===== src/rtl/mu_pkg.sv =====
package mu_pkg;
    localparam int BYTE_W = 8;

    localparam logic [7:0] OFS_IRQFLAG = 8'h00;
    localparam logic [7:0] OFS_ENABLES = 8'h04;
    localparam logic [7:0] OFS_DATA    = 8'h40;
    localparam logic [7:0] OFS_IEN     = 8'h44;
    localparam logic [7:0] OFS_IID     = 8'h48;
    localparam logic [7:0] OFS_LSTAT   = 8'h54;
    localparam logic [7:0] OFS_CTRL    = 8'h60;
    localparam logic [7:0] OFS_XSTAT   = 8'h64;

    typedef enum logic [1:0] {
        FQ_EMPTY   = 2'd0,
        FQ_PARTIAL = 2'd1,
        FQ_FULL    = 2'd2
    } fq_state_t;
endpackage


===== src/rtl/mu_rx_fifo.sv =====
module mu_rx_fifo
    import mu_pkg::*;
#(
    parameter int DEPTH = 8,
    parameter int CNT_W = $clog2(DEPTH + 1),
    parameter int PTR_W = (DEPTH > 1) ? $clog2(DEPTH) : 1
) (
    input  logic              clk,
    input  logic              rst_n,
    input  logic              push,
    input  logic [BYTE_W-1:0] push_data,
    input  logic              pop_req,
    input  logic              flush,
    output logic [BYTE_W-1:0] head_data,
    output logic [CNT_W-1:0]  fill,
    output logic              nonempty,
    output logic              full
);
    localparam logic [CNT_W-1:0] DEPTH_C  = CNT_W'(DEPTH);
    localparam logic [CNT_W:0]   DEPTH_X  = (CNT_W + 1)'(DEPTH);
    localparam logic [PTR_W-1:0] LAST_PTR = PTR_W'(DEPTH - 1);

    fq_state_t         state_q, state_d;
    logic [CNT_W-1:0]  fill_q, fill_d;
    logic [PTR_W-1:0]  rd_ptr_q;
    logic [PTR_W-1:0]  wr_slot;
    logic [CNT_W:0]    slot_sum;
    logic              pop;
    logic [BYTE_W-1:0] mem [DEPTH];

    // occupancy flags decoded from the state
    always_comb begin
        nonempty = 1'b0;
        full     = 1'b0;
        unique case (state_q)
            FQ_EMPTY:   begin nonempty = 1'b0; full = 1'b0; end
            FQ_PARTIAL: begin nonempty = 1'b1; full = 1'b0; end
            FQ_FULL:    begin nonempty = 1'b1; full = 1'b1; end
            default:    begin nonempty = 1'b0; full = 1'b0; end
        endcase
    end

    assign pop = pop_req && nonempty;

    always_comb begin
        if (flush)
            fill_d = '0;
        else if (push && !pop)
            fill_d = fill_q + 1'b1;
        else if (pop && !push)
            fill_d = fill_q - 1'b1;
        else
            fill_d = fill_q;
    end

    // transitions: fill, drain, top-up, release, flush
    always_comb begin
        state_d = state_q;
        unique case (state_q)
            FQ_EMPTY: begin
                if (!flush && push)
                    state_d = (fill_d == DEPTH_C) ? FQ_FULL : FQ_PARTIAL;
            end
            FQ_PARTIAL: begin
                if (fill_d == '0)
                    state_d = FQ_EMPTY;
                else if (fill_d == DEPTH_C)
                    state_d = FQ_FULL;
            end
            FQ_FULL: begin
                if (fill_d == '0)
                    state_d = FQ_EMPTY;
                else if (fill_d != DEPTH_C)
                    state_d = FQ_PARTIAL;
            end
            default: state_d = FQ_EMPTY;
        endcase
    end

    always_ff @(posedge clk or negedge rst_n) begin
        if (!rst_n) begin
            state_q  <= FQ_EMPTY;
            fill_q   <= '0;
            rd_ptr_q <= '0;
        end else begin
            state_q <= state_d;
            fill_q  <= fill_d;
            if (pop)
                rd_ptr_q <= (rd_ptr_q == LAST_PTR) ? '0 : rd_ptr_q + 1'b1;
        end
    end

    assign slot_sum = (CNT_W + 1)'(rd_ptr_q) + (CNT_W + 1)'(fill_q);
    assign wr_slot  = (slot_sum >= DEPTH_X) ? PTR_W'(slot_sum - DEPTH_X)
                                            : PTR_W'(slot_sum);

    for (genvar i = 0; i < DEPTH; i++) begin : g_slot
        always_ff @(posedge clk or negedge rst_n) begin
            if (!rst_n)
                mem[i] <= '0;
            else if (push && (wr_slot == PTR_W'(i)))
                mem[i] <= push_data;
        end
    end

    assign head_data = mem[rd_ptr_q];
    assign fill      = fill_q;
endmodule


===== src/rtl/mu_irq_ctrl.sv =====
module mu_irq_ctrl (
    input  logic       clk,
    input  logic       rst_n,
    input  logic       ien_we,
    input  logic [1:0] ien_wdata,
    input  logic       rx_nonempty,
    output logic [1:0] ien,
    output logic [1:0] pending,
    output logic       irq
);
    logic [1:0] ien_q;

    always_ff @(posedge clk or negedge rst_n) begin
        if (!rst_n)
            ien_q <= 2'b00;
        else if (ien_we)
            ien_q <= ien_wdata;
    end

    always_comb begin
        pending    = 2'b00;
        pending[0] = ien_q[0] && rx_nonempty;
        pending[1] = ien_q[1];
    end

    assign irq = |pending;
    assign ien = ien_q;
endmodule


===== src/rtl/mu_reg_decode.sv =====
module mu_reg_decode
    import mu_pkg::*;
#(
    parameter int CNT_W = 4
) (
    input  logic              bus_sel,
    input  logic              bus_wr,
    input  logic [7:0]        bus_addr,
    input  logic              flush_bit,
    input  logic [1:0]        ien,
    input  logic              irq,
    input  logic              rx_nonempty,
    input  logic [CNT_W-1:0]  fill,
    input  logic [BYTE_W-1:0] head_data,
    output logic              data_wr_stb,
    output logic              data_rd_stb,
    output logic              ien_wr_stb,
    output logic              flush_stb,
    output logic [31:0]       bus_rdata
);
    logic rd_acc, wr_acc;

    assign rd_acc = bus_sel && !bus_wr;
    assign wr_acc = bus_sel && bus_wr;

    assign data_wr_stb = wr_acc && (bus_addr == OFS_DATA);
    assign data_rd_stb = rd_acc && (bus_addr == OFS_DATA);
    assign ien_wr_stb  = wr_acc && (bus_addr == OFS_IEN);
    assign flush_stb   = wr_acc && (bus_addr == OFS_IID) && flush_bit;

    always_comb begin
        bus_rdata = 32'h0;
        if (rd_acc) begin
            case (bus_addr)
                OFS_IRQFLAG: bus_rdata = {31'h0, irq};
                OFS_ENABLES: bus_rdata = 32'h1;
                OFS_DATA:    bus_rdata = {24'h0, head_data};
                OFS_IEN:     bus_rdata = {24'h0, 6'b110000, ien};
                OFS_IID:     bus_rdata = {24'h0, 5'b11000, rx_nonempty, !rx_nonempty, !irq};
                OFS_LSTAT:   bus_rdata = {24'h0, 8'h60 | {7'h0, rx_nonempty}};
                OFS_CTRL:    bus_rdata = 32'h3;
                OFS_XSTAT: begin
                    bus_rdata = 32'h0000_030E;
                    if (rx_nonempty)
                        bus_rdata = bus_rdata | 32'h1 | (32'(fill) << 16);
                end
                default:     bus_rdata = 32'h0;
            endcase
        end
    end
endmodule


===== src/rtl/mu_regfront.sv =====
module mu_regfront
    import mu_pkg::*;
#(
    parameter int DEPTH = 8
) (
    input  logic        clk,
    input  logic        rst_n,
    input  logic        bus_sel,
    input  logic        bus_wr,
    input  logic [7:0]  bus_addr,
    input  logic [31:0] bus_wdata,
    output logic [31:0] bus_rdata,
    input  logic        rx_valid,
    input  logic [7:0]  rx_data,
    output logic        rx_ready,
    output logic        tx_valid,
    output logic [7:0]  tx_data,
    output logic        irq
);
    localparam int CNT_W = $clog2(DEPTH + 1);
    localparam int PTR_W = (DEPTH > 1) ? $clog2(DEPTH) : 1;

    logic              data_wr_stb, data_rd_stb, ien_wr_stb, flush_stb;
    logic [1:0]        ien_q;
    logic [1:0]        pend_vec;
    logic              rx_nonempty, rx_full;
    logic [CNT_W-1:0]  fill_cnt;
    logic [BYTE_W-1:0] head_data;
    logic              push;
    logic              wdata_unused;

    assign wdata_unused = ^bus_wdata[31:8];

    assign rx_ready = !rx_full && !flush_stb;
    assign push     = rx_valid && rx_ready;

    mu_reg_decode #(.CNT_W(CNT_W)) u_decode (
        .bus_sel     (bus_sel),
        .bus_wr      (bus_wr),
        .bus_addr    (bus_addr),
        .flush_bit   (bus_wdata[1]),
        .ien         (ien_q),
        .irq         (irq),
        .rx_nonempty (rx_nonempty),
        .fill        (fill_cnt),
        .head_data   (head_data),
        .data_wr_stb (data_wr_stb),
        .data_rd_stb (data_rd_stb),
        .ien_wr_stb  (ien_wr_stb),
        .flush_stb   (flush_stb),
        .bus_rdata   (bus_rdata)
    );

    mu_rx_fifo #(.DEPTH(DEPTH), .CNT_W(CNT_W), .PTR_W(PTR_W)) u_fifo (
        .clk       (clk),
        .rst_n     (rst_n),
        .push      (push),
        .push_data (rx_data),
        .pop_req   (data_rd_stb),
        .flush     (flush_stb),
        .head_data (head_data),
        .fill      (fill_cnt),
        .nonempty  (rx_nonempty),
        .full      (rx_full)
    );

    mu_irq_ctrl u_irq (
        .clk         (clk),
        .rst_n       (rst_n),
        .ien_we      (ien_wr_stb),
        .ien_wdata   (bus_wdata[1:0]),
        .rx_nonempty (rx_nonempty),
        .ien         (ien_q),
        .pending     (pend_vec),
        .irq         (irq)
    );

    always_ff @(posedge clk or negedge rst_n) begin
        if (!rst_n) begin
            tx_valid <= 1'b0;
            tx_data  <= '0;
        end else begin
            tx_valid <= data_wr_stb;
            if (data_wr_stb)
                tx_data <= bus_wdata[7:0];
        end
    end
endmodule


===== config.mk =====
export PLATFORM = sky130hd
export DESIGN_NAME = mu_regfront
export DESIGN_NICKNAME = d
export VERILOG_FILES = /design/src/rtl/mu_pkg.sv /design/src/rtl/mu_rx_fifo.sv /design/src/rtl/mu_irq_ctrl.sv /design/src/rtl/mu_reg_decode.sv /design/src/rtl/mu_regfront.sv
export SDC_FILE = /design/constraint.sdc
export NUM_CORES = 1
export LEC_CHECK = 0
export BUFFER_PORTS_ARGS = -buffer_cell sky130_fd_sc_hd__buf_2
export CELL_PAD_IN_SITES_DETAIL_PLACEMENT = 0
export CELL_PAD_IN_SITES_GLOBAL_PLACEMENT = 1
export CORE_MARGIN = 2
export CORE_UTILIZATION = 40
export DETAILED_ROUTE_END_ITERATION = 10
export PLACE_DENSITY_LB_ADDON = 0.08
export SLEW_MARGIN = 25
export SYNTH_ARGS = -nofsm -noshare
export SYNTH_HDL_FRONTEND = slang
export SYNTH_SLANG_ARGS = --single-unit

===== constraint.sdc =====
create_clock -name clk -period 3.1 [get_ports clk]
set_input_delay 0.31 -clock clk [delete_from_list [all_inputs] [get_ports clk]]
set_output_delay 0.31 -clock clk [all_outputs]
set_load 0.05 [all_outputs]

==> impl_metrics.py, run 1 <==
metrics = {
    "run_status": {
        "status": "completed",
    },
    "layout": {
        "final_cells": 550,
        "layout_common_cells": "dfrtp_1, mux2_2, buf_2, conb_1, nand2_1",
        "final_common_cell": "dfrtp_1",
        "final_layout_size_suffix_gt1_share_pct": 45.4,
        "fill_cells": 1017,
        "area_delta_synth_final_pct": 15.0,
        "nets": 468,
        "n_antenna_cell": 0,
    },
    "floorplan": {
        "start_util_pct": 41.3,
        "die_h_um": 110,
        "die_w_um": 110,
        "num_rows": 38,
        "die_area_sq_um": 12200,
        "coreArea_sq_um": 10900,
        "io_pins": 96,
    },
    "clocking": {
        "cts_tree": "built",
        "cts.clk_slew.worst_paths_ns": 0.06,
        "clk_latency_ns": 0.33,
        "clockBufferDepth": 2,
        "cts.repair.resized": 0,
        "hold_buffers": 0,
        "cts_setup_buffers": 0,
        "h-tree-depth": 3,
        "numCtsBuffers": 9,
        "clock_sinks": 84,
        "cts-root-buf": "clkbuf_16",
    },
    "synth": {
        "synth_seq_area_share_pct": 46.5,
        "synth-edff-count": 0,
        "synth-seq-cells": 84,
        "syn_avg_cell_area_sq_um": 13.0,
        "yosysUniqueCellTypes": 55,
        "async_flop_share_pct": 100,
        "synth_ff_type": "dfrtp_1",
        "syn_area_sq_um": 4520,
        "syn_inst": 347,
        "yosysWarnings": 0,
    },
    "timing": {
        "min_period_ns": 2.88,
        "tightest_slew_ns": 0.766,
        "hold_viol": 0,
        "drv_slew": 0,
        "setup_viol": 0,
        "maxSlewHeadroom_pct": 48.9,
        "rsz0062_at_grt": "false",
        "tns_ns": 0,
        "max_freq_ghz": 0.348,
        "fin_crit_sh_pct": 92.8,
        "fin_skew_ns": 0.00476,
    },
    "route": {
        "first_iter_violations": 172,
        "final_antenna_net_count": 0,
        "routed_wl_mm": 9.61,
        "drc": 0,
        "vias_per_cell": 5.22,
        "dr_total_vias": 2870,
        "drt-wirelength-per-cell_um": 17.5,
        "first_pass_iters": 4,
    },
    "global_route": {
        "grt_pass1_vias": 2771,
        "grt_overflow": 0,
        "grt_max_degree": 61,
        "track_usage_pct": 16.6,
        "grt_pass1_wl_mm": 15.0,
        "antenna_found_initial": 0,
    },
    "power_and_ir_drop": {
        "p_leak_nw": 2.42,
        "ir_drop_mv": 0.344,
        "power_density_nw_per_um2": 834,
    },
    "worst_setup_path": {
        "cp.arrival_ns": 3.09,
        "required_ns": 3.32,
        "critPathLaunchType": "flop",
        "endpoint_kind": "flop",
        "reg2reg_from": "u_fifo.state_q[0]$_DFFE_PN0P_",
        "endpoint": "u_fifo.state_q[0]$_DFFE_PN0P_",
        "criticalPathCategory": "reg -> reg",
        "worstReg2RegEnd": "u_fifo.state_q[0]$_DFFE_PN0P_",
        "worstPathMaxFanout": 6,
        "rr_worst_depth": 9,
        "rrSetupSlack_ns": 0.22,
        "critPathLaunch": "u_fifo.state_q[0]$_DFFE_PN0P_",
    },
    "place": {
        "port-buffer-count": 53,
        "dp.cells": 534,
        "dp_hpwl_mm": 6.70,
        "place.gp.congestion": 0.810,
    },
    "min_path": {
        "hold_class": "in -> async",
    },
    "run": {
        "max_cap_violations": 0,
    },
}
[through the flow]
step / setup slack (ns) / total power, mW / hold WS (ns) / utilization, % / area [sq um]
floorplan: 0.176 / 2.89 / 0.0144 / - / 4590
global placement: 0.258 / 3.22 / 0.439 / 44.7 / 4890
detailed placement: 0.210 / 3.26 / 0.442 / 44.7 / 4890
CTS: 0.213 / 4.37 / 0.0851 / 47.5 / 5200
global route: 0.127 / 4.59 / 0.114 / 47.5 / 5200
finish: 0.223 / 4.33 / 0.0569 / 47.5 / 5200
[worst max-delay path, cell delays in order (launching register included)]
cell,delay (ns)
dfrtp_1,0.39
inv_1,0.08
ha_1,0.33
and4bb_4,0.32
nand3_4,0.13
mux2_4,0.35
mux2i_4,0.20
or3_1,0.39
o211ai_2,0.23
mux2_1,0.34
[cells in the mapped netlist, types with 2 or more instances]
cell	instances	area share, %
a21o_1	3	0.50
a21oi_1	8	0.89
a31oi_1	2	0.28
and3_1	8	1.1
and3_2	2	0.33
buf_2	3	0.33
buf_4	20	3.3
clkbuf_1	8	0.66
dfrtp_1	84	47
ha_1	9	2.5
inv_1	6	0.50
mux2_2	82	20
mux2i_1	2	0.44
mux4_2	16	8.0
nand2_1	17	1.4
nand2b_1	3	0.42
nand3_1	5	0.55
nand4_1	2	0.28
nor2_1	15	1.2
nor2b_1	4	0.55
nor3_1	5	0.55
o21ai_0	7	0.78
xnor2_1	4	0.78
[power breakdown]
part	internal [mW]	total, mW	switching (mW)	leakage, nW
Clock	0.671	1.10	0.429	0.150
Combinational	0.786	1.46	0.673	1.22
Sequential	1.54	1.77	0.237	1.06
[flip-flops by register name, indices dropped and copies added (netlist names)]
name	cells
u_fifo.state_q	2
tx_data	8
tx_valid	1
u_fifo.mem	64
u_fifo.rd_ptr_q	3
u_irq.ien	2
u_fifo.fill	4
[area by class of cell]
cell class	count	area (sq um)	area share, %
Clock buffer	13	260	5.01
Clock inverter	3	43.8	0.843
Inverter	6	22.5	0.433
Multi-Input combinational cell	242	2260	43.4
Sequential cell	84	2100	40.5
Tap cell	140	175	3.37
Timing Repair Buffer	62	335	6.45
[how the worst min path moves through the flow]
| stage | endpoint | depth (start not counted) | slack, ns | from |
|---|---|---|---|---|
| after global routing | u_fifo.mem[27]$_DFFE_PN0P_ | 1 | 0.11 | rst_n |
| after global placement | u_fifo.mem[3]$_DFFE_PN0P_ | 1 | 0.44 | rst_n |
| after CTS | u_fifo.mem[27]$_DFFE_PN0P_ | 1 | 0.09 | rst_n |
| final | u_fifo.mem[27]$_DFFE_PN0P_ | 1 | 0.06 | rst_n |
| after detailed placement | u_fifo.mem[3]$_DFFE_PN0P_ | 1 | 0.44 | rst_n |
| after floorplan | tx_data[0]$_DFFE_PN0P_ | 0 | 0.01 | rst_n |
[logic make-up (layout without fill, tap and decap cells)]
kind of cell	count (synthesis)	count (layout)	synth area share [%]
multiplexers	103	103	29.9
flip-flops	84	84	46.5
AND/OR/NAND/NOR	74	74	9.78
buffers and inverters	38	84	5.07
AO/OA/AOI/OAI	32	32	4.71
adder cells (fa/ha/maj)	10	10	2.94
XOR/XNOR	5	5	0.969
other	1	18	0.0830
[metal layers]
layer	global-route usage, %	share of wire, %	vias to the layer above
li1	-	-	1357
met1	22.8	48	1433
met2	26.4	46	62
met3	3.17	4.4	18
met4	5.98	1.6	0
met5	0	0	-
Note: power is estimated with default switching activity, not from simulation.
==> inputs of run 2 (changes only) <==
--- a/config.mk
+++ b/config.mk
@@ -5,6 +5,7 @@
 export SDC_FILE = /design/constraint.sdc
 export NUM_CORES = 1
 export LEC_CHECK = 0
+export ABC_AREA = 1
 export BUFFER_PORTS_ARGS = -buffer_cell sky130_fd_sc_hd__buf_2
 export CELL_PAD_IN_SITES_DETAIL_PLACEMENT = 0
 export CELL_PAD_IN_SITES_GLOBAL_PLACEMENT = 1
==> run 2 against run 1 <==
Final cell count increased by 36%. Power grew 6.6%. Global-route usage grew 2.3 points. Synthesized area increased by 4.8%. Design area increased by 3.4%. Count of clock-buffer cells in the layout fell by 2. Fmax grew 0.34%. Non-clock buffer count increased by 1. Via count grew 31%. Critical path type is now reg -> out. Largest cell class unchanged. Largest power group unchanged.
==> impl_metrics.py, run 2 <==
metrics = {
    "run_status": {
        "status": "completed",
    },
    "synth": {
        "syn_avg_cell_area_sq_um": 8.63,
        "yosysWarnings": 0,
        "syn_inst": 549,
        "synth-simple-area-share_pct": 18.5,
        "synth_compound_area_share_pct": 13.7,
        "synth_top_family_by_area": "simple AND/OR/NAND/NOR gates",
        "synth-edff-count": 0,
        "syn_area_sq_um": 4740,
        "synth_top_cells_by_count": "nand2_1, dfrtp_1, o21ai_0",
        "yosysUniqueCellTypes": 41,
        "synth_top_area_cell": "dfrtp_1",
        "synthXorXnorAreaFrac_pct": 1.72,
        "synth_mux_area_share_pct": 7.37,
        "async_flop_share_pct": 100,
        "synth_top_area_share_pct": 44.4,
        "synth_most_common_cell": "nand2_1",
        "synth_area_leaders": "dfrtp_1, o21ai_0, nand2_1",
        "synth_fa_ha_area_share_pct": 2.80,
        "synth_ff_type": "dfrtp_1",
        "synth-seq-cells": 84,
        "synth_seq_area_share_pct": 44.4,
    },
    "clocking": {
        "hold_buffers": 0,
        "cts_tree": "built",
        "numCtsBuffers": 9,
        "cts_setup_buffers": 0,
        "cts-root-buf": "clkbuf_16",
        "cts.clk_slew.worst_paths_ns": 0.06,
        "clk_latency_ns": 0.35,
        "clock_sinks": 84,
        "cts.repair.resized": 0,
        "h-tree-depth": 3,
        "clockBufferDepth": 2,
    },
    "timing": {
        "max_freq_ghz": 0.349,
        "post-route-worst-setup-slack_ns": 0.233,
        "setup_viol": 0,
        "fin_skew_ns": 0.00378,
        "rsz0062_at_grt": "false",
        "fin_crit_sh_pct": 92.5,
        "min_period_ns": 2.87,
        "maxSlewHeadroom_pct": 47.8,
        "tightest_slew_ns": 0.783,
        "tns_ns": 0,
        "drv_slew": 0,
        "hold_viol": 0,
    },
    "worst_setup_path": {
        "critPathLaunchType": "flop",
        "endpoint": "bus_rdata[1]",
        "critPathTopFamily": "buffers and inverters",
        "cp.arrival_ns": 2.56,
        "criticalPathCategory": "reg -> out",
        "worstPathMaxFanout": 36,
        "rrSetupSlack_ns": 0.45,
        "critical_path.cell_chain": "buf_4 > inv_1 > buf_4 > a21oi_1 > o21ai_0 > nand3_1 > nand3_1 > a21oi_1 > buf_2",
        "critPathLaunch": "u_fifo.rd_ptr_q[0]$_DFFE_PN0P_",
        "worstReg2RegEnd": "u_fifo.mem[63]$_DFFE_PN0P_",
        "slowest_delay_ns": 0.35,
        "reg2reg_from": "u_fifo.fill[0]$_DFF_PN0_",
        "endpoint_kind": "output port",
        "slowest_stage": "dfrtp_1",
        "crit_buf_inv": 4,
        "cp.depth": 9,
        "rr_worst_depth": 6,
        "required_ns": 2.79,
    },
    "route": {
        "drc": 0,
        "routed_wl_mm": 11.3,
        "vias_per_cell": 5.04,
        "drt-wirelength-per-cell_um": 15.1,
        "dr_total_vias": 3763,
        "first_iter_violations": 181,
        "first_pass_iters": 4,
        "final_antenna_net_count": 0,
    },
    "floorplan": {
        "start_util_pct": 41.3,
        "die_h_um": 113,
        "io_pins": 96,
        "die_area_sq_um": 12700,
        "coreArea_sq_um": 11500,
        "num_rows": 39,
        "die_w_um": 113,
    },
    "place": {
        "pre_cts_ws_ns": 0.432,
        "dp_hpwl_mm": 7.80,
        "place.gp.congestion": 0.840,
        "port-buffer-count": 53,
    },
    "global_route": {
        "antenna_found_initial": 0,
        "grt_pass1_wl_mm": 18.9,
        "grt_pass1_vias": 3701,
        "track_usage_pct": 19.0,
        "grt_max_degree": 85,
        "grt_overflow": 0,
    },
    "run": {
        "max_cap_violations": 0,
    },
    "power_and_ir_drop": {
        "p_leak_nw": 2.58,
        "ir_drop_mv": 0.408,
        "power_density_nw_per_um2": 860,
    },
    "layout": {
        "n_antenna_cell": 0,
        "largest_reg_flops": 64,
        "regMostFlops": "u_fifo.mem",
        "final_layout_size_suffix_gt1_share_pct": 21.4,
        "nets": 663,
        "layout_common_cells": "nand2_1, dfrtp_1, o21ai_0, inv_1, buf_2",
        "area_delta_synth_final_pct": 13.5,
        "final_common_cell": "nand2_1",
    },
    "min_path": {
        "hold_class": "in -> async",
    },
}
## run 2: cell types whose count changed in the layout (fill, tap and decap cells not counted), moves of 4 or more
cell	change
nand2_1	+84
o21ai_0	+70
mux4_2	-16
mux2_2	-51
nor2b_1	-4
a21oi_1	+30
and3_1	-8
nor2_1	+5
nand3_1	+29
inv_1	+68
nor3_1	-4
## run 2: area by class of cell
class / instances / area [sq um]
timing repair buffer: 63 / 347
sequential: 84 / 2100
fill: 1153 / 6090
tap: 143 / 179
clock buffer: 11 / 253
multi-input combinational: 365 / 2150
clock inverter: 4 / 48.8
inverter: 77 / 292
## run 2: metal layers
| layer | share of wire [%] | GRT usage, % |
|---|---|---|
| met1 | 49 | 27.0 |
| met2 | 45 | 28.6 |
| met3 | 5.1 | 3.80 |
| met4 | 1.4 | 7.40 |
| met5 | 0 | 0 |
## run 2: worst min-delay path by stage
stage                           startpoint                    endpoint  cells past startpoint
floorplan                            rst_n      tx_data[0]$_DFFE_PN0P_                      0
global placement    tx_data[6]$_DFFE_PN0P_      tx_data[6]$_DFFE_PN0P_                      2
detailed placement                   rst_n  u_fifo.mem[21]$_DFFE_PN0P_                      1
CTS                                  rst_n  u_fifo.mem[21]$_DFFE_PN0P_                      1
global route                         rst_n  u_fifo.mem[48]$_DFFE_PN0P_                      1
finish                               rst_n  u_fifo.mem[48]$_DFFE_PN0P_                      1
## run 2: power by group
group	switching, mW	internal, mW	total, mW
logic	1.06	0.684	1.74
clock network	0.444	0.662	1.11
registers	0.205	1.57	1.77
## run 2: through the flow
| stage | std cells | utilization [%] | power, mW | hold slack [ns] | area [sq um] |
|---|---|---|---|---|---|
| 2_1_floorplan | 566 | - | 3.15 | 0.0144 | 4800 |
| 3_3_place_gp | 732 | 44.2 | 3.48 | 0.456 | 5070 |
| 3_5_place_dp | 732 | 44.2 | 3.55 | 0.433 | 5070 |
| 4_1_cts | 747 | 46.9 | 4.67 | 0.0600 | 5380 |
| 5_1_grt | 747 | 46.9 | 5.00 | 0.0883 | 5380 |
| 6_report | 747 | 46.9 | 4.62 | 0.0165 | 5380 |
## run 2: worst register-to-register path, delay by kind of cell (launching register included)
family	cells	cell delay, ns
buffers and inverters	1	0.11
AND/OR/NAND/NOR	1	0.53
flip-flops	1	0.43
XOR/XNOR	1	0.36
multiplexers	1	0.41
adder cells (fa/ha/maj)	2	0.69
## run 2: logic make-up (layout without fill, tap and decap cells)
logic type               Yosys count  count (layout)
adder cells (fa/ha/maj)           10              10
AO/OA/AOI/OAI                    125             125
XOR/XNOR                           5               5
flip-flops                        84              84
AND/OR/NAND/NOR                  176             176
multiplexers                      31              31
buffers and inverters            117             155
other                              1              18
